**src/rtl/alu_bitslice_pkg.sv**
```systemverilog
package alu_bitslice_pkg;
  localparam logic [3:0] CLASS_OP = 4'd6;

  typedef enum logic [1:0] {
    SEL_AND = 2'b00,
    SEL_XOR = 2'b01,
    SEL_SUM = 2'b10,
    SEL_NONE = 2'b11
  } slice_sel_e;

  typedef struct packed {
    logic       inv_a;
    logic       inv_b;
    logic       carry_in;
    slice_sel_e sel;
    logic       arith;
  } slice_ctrl_t;
endpackage

```
**src/rtl/alu_func_decode.sv**
```systemverilog
module alu_func_decode
  import alu_bitslice_pkg::*;
(
  input  logic [1:0]  fn_lo,
  output slice_ctrl_t ctrl
);
  always_comb begin
    ctrl.inv_b    = 1'b0;
    ctrl.inv_a    = (fn_lo == 2'd1);
    ctrl.carry_in = (fn_lo == 2'd1);
    ctrl.arith    = ~fn_lo[1];
    unique case (fn_lo)
      2'd2:    ctrl.sel = SEL_AND;
      2'd3:    ctrl.sel = SEL_XOR;
      default: ctrl.sel = SEL_SUM;
    endcase
  end
endmodule

```
**src/rtl/alu_bit_slice.sv**
```systemverilog
module alu_bit_slice
  import alu_bitslice_pkg::*;
(
  input  logic       a,
  input  logic       b,
  input  logic       inv_a,
  input  logic       inv_b,
  input  logic       cin,
  input  slice_sel_e sel,
  output logic       y,
  output logic       a_eff,
  output logic       cout
);
  logic b_eff, g_and, g_xor, s;

  assign a_eff = a ^ inv_a;
  assign b_eff = b ^ inv_b;
  assign g_and = a_eff & b_eff;
  assign g_xor = a_eff ^ b_eff;
  assign s     = g_xor ^ cin;
  assign cout  = g_and | (g_xor & cin);

  always_comb begin
    unique case (sel)
      SEL_AND: y = g_and;
      SEL_XOR: y = g_xor;
      SEL_SUM: y = s;
      default: y = 1'b0;
    endcase
  end
endmodule

```
**src/rtl/alu_slice_row.sv**
```systemverilog
module alu_slice_row
  import alu_bitslice_pkg::*;
#(
  parameter int WIDTH = 64
) (
  input  logic [WIDTH-1:0] a,
  input  logic [WIDTH-1:0] b,
  input  slice_ctrl_t      ctrl,
  output logic [WIDTH-1:0] y,
  output logic             a_top_eff,
  output logic             carry_top
);
  localparam int MSB = WIDTH - 1;

  logic [WIDTH:0]   chain;
  logic [WIDTH-1:0] a_eff_v;

  assign chain[0] = ctrl.carry_in;

  for (genvar i = 0; i < WIDTH; i++) begin : g_bit
    alu_bit_slice u_slice (
      .a     (a[i]),
      .b     (b[i]),
      .inv_a (ctrl.inv_a),
      .inv_b (ctrl.inv_b),
      .cin   (chain[i]),
      .sel   (ctrl.sel),
      .y     (y[i]),
      .a_eff (a_eff_v[i]),
      .cout  (chain[i+1])
    );
  end

  assign a_top_eff = a_eff_v[MSB];
  assign carry_top = chain[WIDTH];
endmodule

```
**src/rtl/alu_bitslice_top.sv**
```systemverilog
module alu_bitslice_top
  import alu_bitslice_pkg::*;
#(
  parameter int WIDTH = 64
) (
  input  logic [3:0]       op_class,
  input  logic [3:0]       op_func,
  input  logic [WIDTH-1:0] src_a,
  input  logic [WIDTH-1:0] src_b,
  output logic [WIDTH-1:0] alu_res,
  output logic             op_ok,
  output logic             zf,
  output logic             sf,
  output logic             of,
  output logic             cout
);
  localparam int MSB = WIDTH - 1;

  slice_ctrl_t      ctrl;
  logic [WIDTH-1:0] row_y;
  logic             a_top, c_top, ovf_raw;

  alu_func_decode u_dec (
    .fn_lo (op_func[1:0]),
    .ctrl  (ctrl)
  );

  alu_slice_row #(.WIDTH(WIDTH)) u_row (
    .a         (src_a),
    .b         (src_b),
    .ctrl      (ctrl),
    .y         (row_y),
    .a_top_eff (a_top),
    .carry_top (c_top)
  );

  assign op_ok   = (op_class == CLASS_OP) && (op_func[3:2] == 2'b00);
  assign alu_res = op_ok ? row_y : '0;
  assign ovf_raw = (a_top == src_b[MSB]) && (row_y[MSB] != src_b[MSB]);
  assign zf      = op_ok && (alu_res == '0);
  assign sf      = op_ok && alu_res[MSB];
  assign of      = op_ok && ctrl.arith && ovf_raw;
  assign cout    = op_ok && ctrl.arith && c_top;
endmodule

```
**config.mk**
```make
export PLATFORM = sky130hd
export DESIGN_NAME = alu_bitslice_top
export DESIGN_NICKNAME = d
export VERILOG_FILES = /design/src/rtl/alu_bitslice_pkg.sv /design/src/rtl/alu_func_decode.sv /design/src/rtl/alu_bit_slice.sv /design/src/rtl/alu_slice_row.sv /design/src/rtl/alu_bitslice_top.sv
export SDC_FILE = /design/constraint.sdc
export NUM_CORES = 1
export LEC_CHECK = 0
export ABC_AREA = 1
export BUFFER_PORTS_ARGS = -buffer_cell sky130_fd_sc_hd__buf_4
export CORE_ASPECT_RATIO = 2
export CORE_MARGIN = 3
export CORE_UTILIZATION = 51
export DETAILED_ROUTE_END_ITERATION = 10
export MAX_ROUTING_LAYER = met4
export PLACE_DENSITY = 0.85
export SLEW_MARGIN = 20
export SYNTH_ARGS = -nofsm -noshare
export SYNTH_HDL_FRONTEND = slang
export SYNTH_SLANG_ARGS = --single-unit
export TNS_END_PERCENT = 100
```
**constraint.sdc**
```tcl
create_clock -name vclk -period 43.3
set_input_delay 6.495 -clock vclk [all_inputs]
set_output_delay 6.495 -clock vclk [all_outputs]
set_load 0.1 [all_outputs]
```
==> metrics.md <==
| Metric | Value |
|---|---|
| Crit start category | `input pin` |
| Port Buffers | `205` |
| Leak Pwr | `0.00381 uW` |
| Switching Power | `43.4 uW` |
| # fillers | `809` |
| Post-CTS setup buffer count | `0` |
| Synth Area per Inst | `6.77 um^2` |
| Crit-path max cell delay | `510 ps` |
| Yosys warns | `0` |
| Worst setup EP type | `primary output` |
| Gr usage total | `0.302` |
| Area of the mapped netlist | `4830 um^2` |
| P per Cell Area | `12.5 nW/um^2` |
| Fraction of layout cells with a size suffix above 1 | `0.244` |
| Synth top area share | `0.261` |
| Layout clock buffer count | `0` |
| Area contributors post-synth | `fa_1 (26%), nand2_1 (18%), ha_1 (17%)` |
| Row cnt | `49` |
| Flop pwr share | `0` |
| Core Region | `9140 um^2` |
| Final period util | `0.942` |
| Hold Vio Cnt, Final | `0` |
| DR vias | `5303` |
| Post-layout util | `0.691` |
| Sequential area share after synthesis | `0` |
| Top cell by count, worst path | `fa_1` |
| Clock share of power | `0` |
| Yosys cell types | `19` |
| Total die area | `10800 um^2` |
| Pins Over Slew Limit | `0` |
| Cell Int Power | `35.2 uW` |
| Critical path's slowest cell | `buf_4` |
| Final worst path period need | `40800 ps` |
| Peak supply drop | `0.00664 mV` |
| RSZ-0062 raised after global routing | `false` |
| Max-cap violations | `0` |
| Total gr overflow | `0` |
| Die Span X | `74.8 um` |
| Hold crit path type | `input pin to primary output` |
| CP required | `36810 ps` |
| TritonRoute pass-1 iters | `5` |
| Number of global-route vias before repair | `5182` |
| Setup TNS Final | `0 ps` |
| Global-route wire length before repair | `24.6 mm` |
| Syn Nets | `977` |
| Initial core utilization | `0.529` |
| Final WL | `15.8 mm` |
| WHS | `13390 ps` |
| Via density | `5.39` |
| # resized after CTS | `0` |
| P&R area growth vs syn | `30.5%` |
| I/O pins | `205` |
| Starting DRC count in detailed routing | `257` |
| Antenna violations before repair | `0` |
| Largest net degree at the start of global routing | `67` |
| Setup-failing EPs final | `0` |
| Antenna diodes | `0` |
| Fmax | `24.5 MHz` |
| Logic pwr share | `1.000` |
| CTS Hold Buffers Added | `0` |
| Seq Cell Count | `0` |
| Crit-path max FO | `66` |
| DRC errors left | `0` |
| Nets@finish | `1146` |
| Net Sw Frac | `0.552` |
| Dominant cell type by area after synthesis | `fa_1` |
| Dpl hpwl | `13.1 mm` |
| CP Class | `input pin to primary output` |
| Least-Margin Pin Slew | `715 ps` |
| Mapped Cells | `714` |
| Routability congestion estimate from global placement | `1.01` |
| Status | `finished clean` |
| Slew headroom | `0.523` |
| Register Area | `0 um^2` |
| Die height | `144 um` |
| WL per Instance | `16.1 um` |
| Post-DRT Antenna Nets | `0` |
| Crit path DAT | `34310 ps` |
[area by class of cell]
class                      instances  area, um^2  area share
inverter                          81         304      0.0482
tap                              102         128      0.0202
timing repair buffer             209        1570       0.249
multi-input combinational        591        4310       0.683
[per-stage QoR]
step | instances | instance area, um^2 | power (uW) | setup WS (ps)
2_1_floorplan | 714 | 4830 | 52.5 | 3710
3_3_place_gp | 983 | 6310 | 75.7 | 3150
5_1_grt | 983 | 6310 | 89.6 | 1620
4_1_cts | 983 | 6310 | 79.0 | 2570
6_report | 983 | 6310 | 78.7 | 2500
3_5_place_dp | 983 | 6310 | 78.5 | 2610
[layout by cell type, fill, tap and decap left out]
master / Yosys / routed
a21oi_1: 2 / 2
and3_1: 1 / 1
buf_4: 7 / 209
fa_1: 63 / 63
ha_1: 64 / 64
inv_1: 78 / 78
inv_2: 3 / 3
nand2_1: 236 / 235
nand2_4: 0 / 1
nand3_1: 126 / 126
nor2_1: 31 / 30
nor2_2: 1 / 1
nor2_4: 0 / 1
nor3_1: 1 / 1
o21ai_0: 2 / 2
xnor2_1: 62 / 62
xor2_1: 2 / 2
[final timing paths]
path	cells after the start	endpoint	start
setup / recovery	79	zf	op_func[1]
hold / removal	3	of	src_b[63]
[routing by layer]
layer  up-vias  track usage  routed length (um)
li1       2556            -                   -
met1      2428        0.328                5270
met2       252        0.535                8710
met3        67       0.0126                 761
met4         0        0.155                1080
met5         -            -                   0
[worst max-delay path, delay by kind of cell]
family | cells | cell delay (ps)
adder cells (fa/ha/maj) | 63 | 25160
AND/OR/NAND/NOR | 10 | 1370
buffers and inverters | 5 | 1050
XOR/XNOR | 1 | 200
[Yosys cell counts, drive strengths merged]
master	number
inv	81
o21ai	2
nor3	1
nand2	236
buf	35
a21oi	2
xnor2	62
fa	63
xor2	2
and3	1
ha	64
nor2	32
clkbuf	7
nand3	126
[logic make-up (layout without fill, tap and decap cells)]
group / count (synthesis) / in the layout / share of synthesized area
compound gates: 4 / 4 / 0.00414
xor+xnor: 64 / 64 / 0.116
fa+ha+maj: 127 / 127 / 0.427
buf+inv: 123 / 290 / 0.112
simple gates: 396 / 396 / 0.341
[power groups by stage]
stage / Clock [uW] / Sequential (uW) / Combinational [uW]
final: 0 / 0 / 78.7
after global routing: 0 / 0 / 89.6
after detailed placement: 0 / 0 / 78.5
after global placement: 0 / 0 / 75.7
after floorplan: 0 / 0 / 52.5
after CTS: 0 / 0 / 79.0
(Power assumes the default switching activity.)
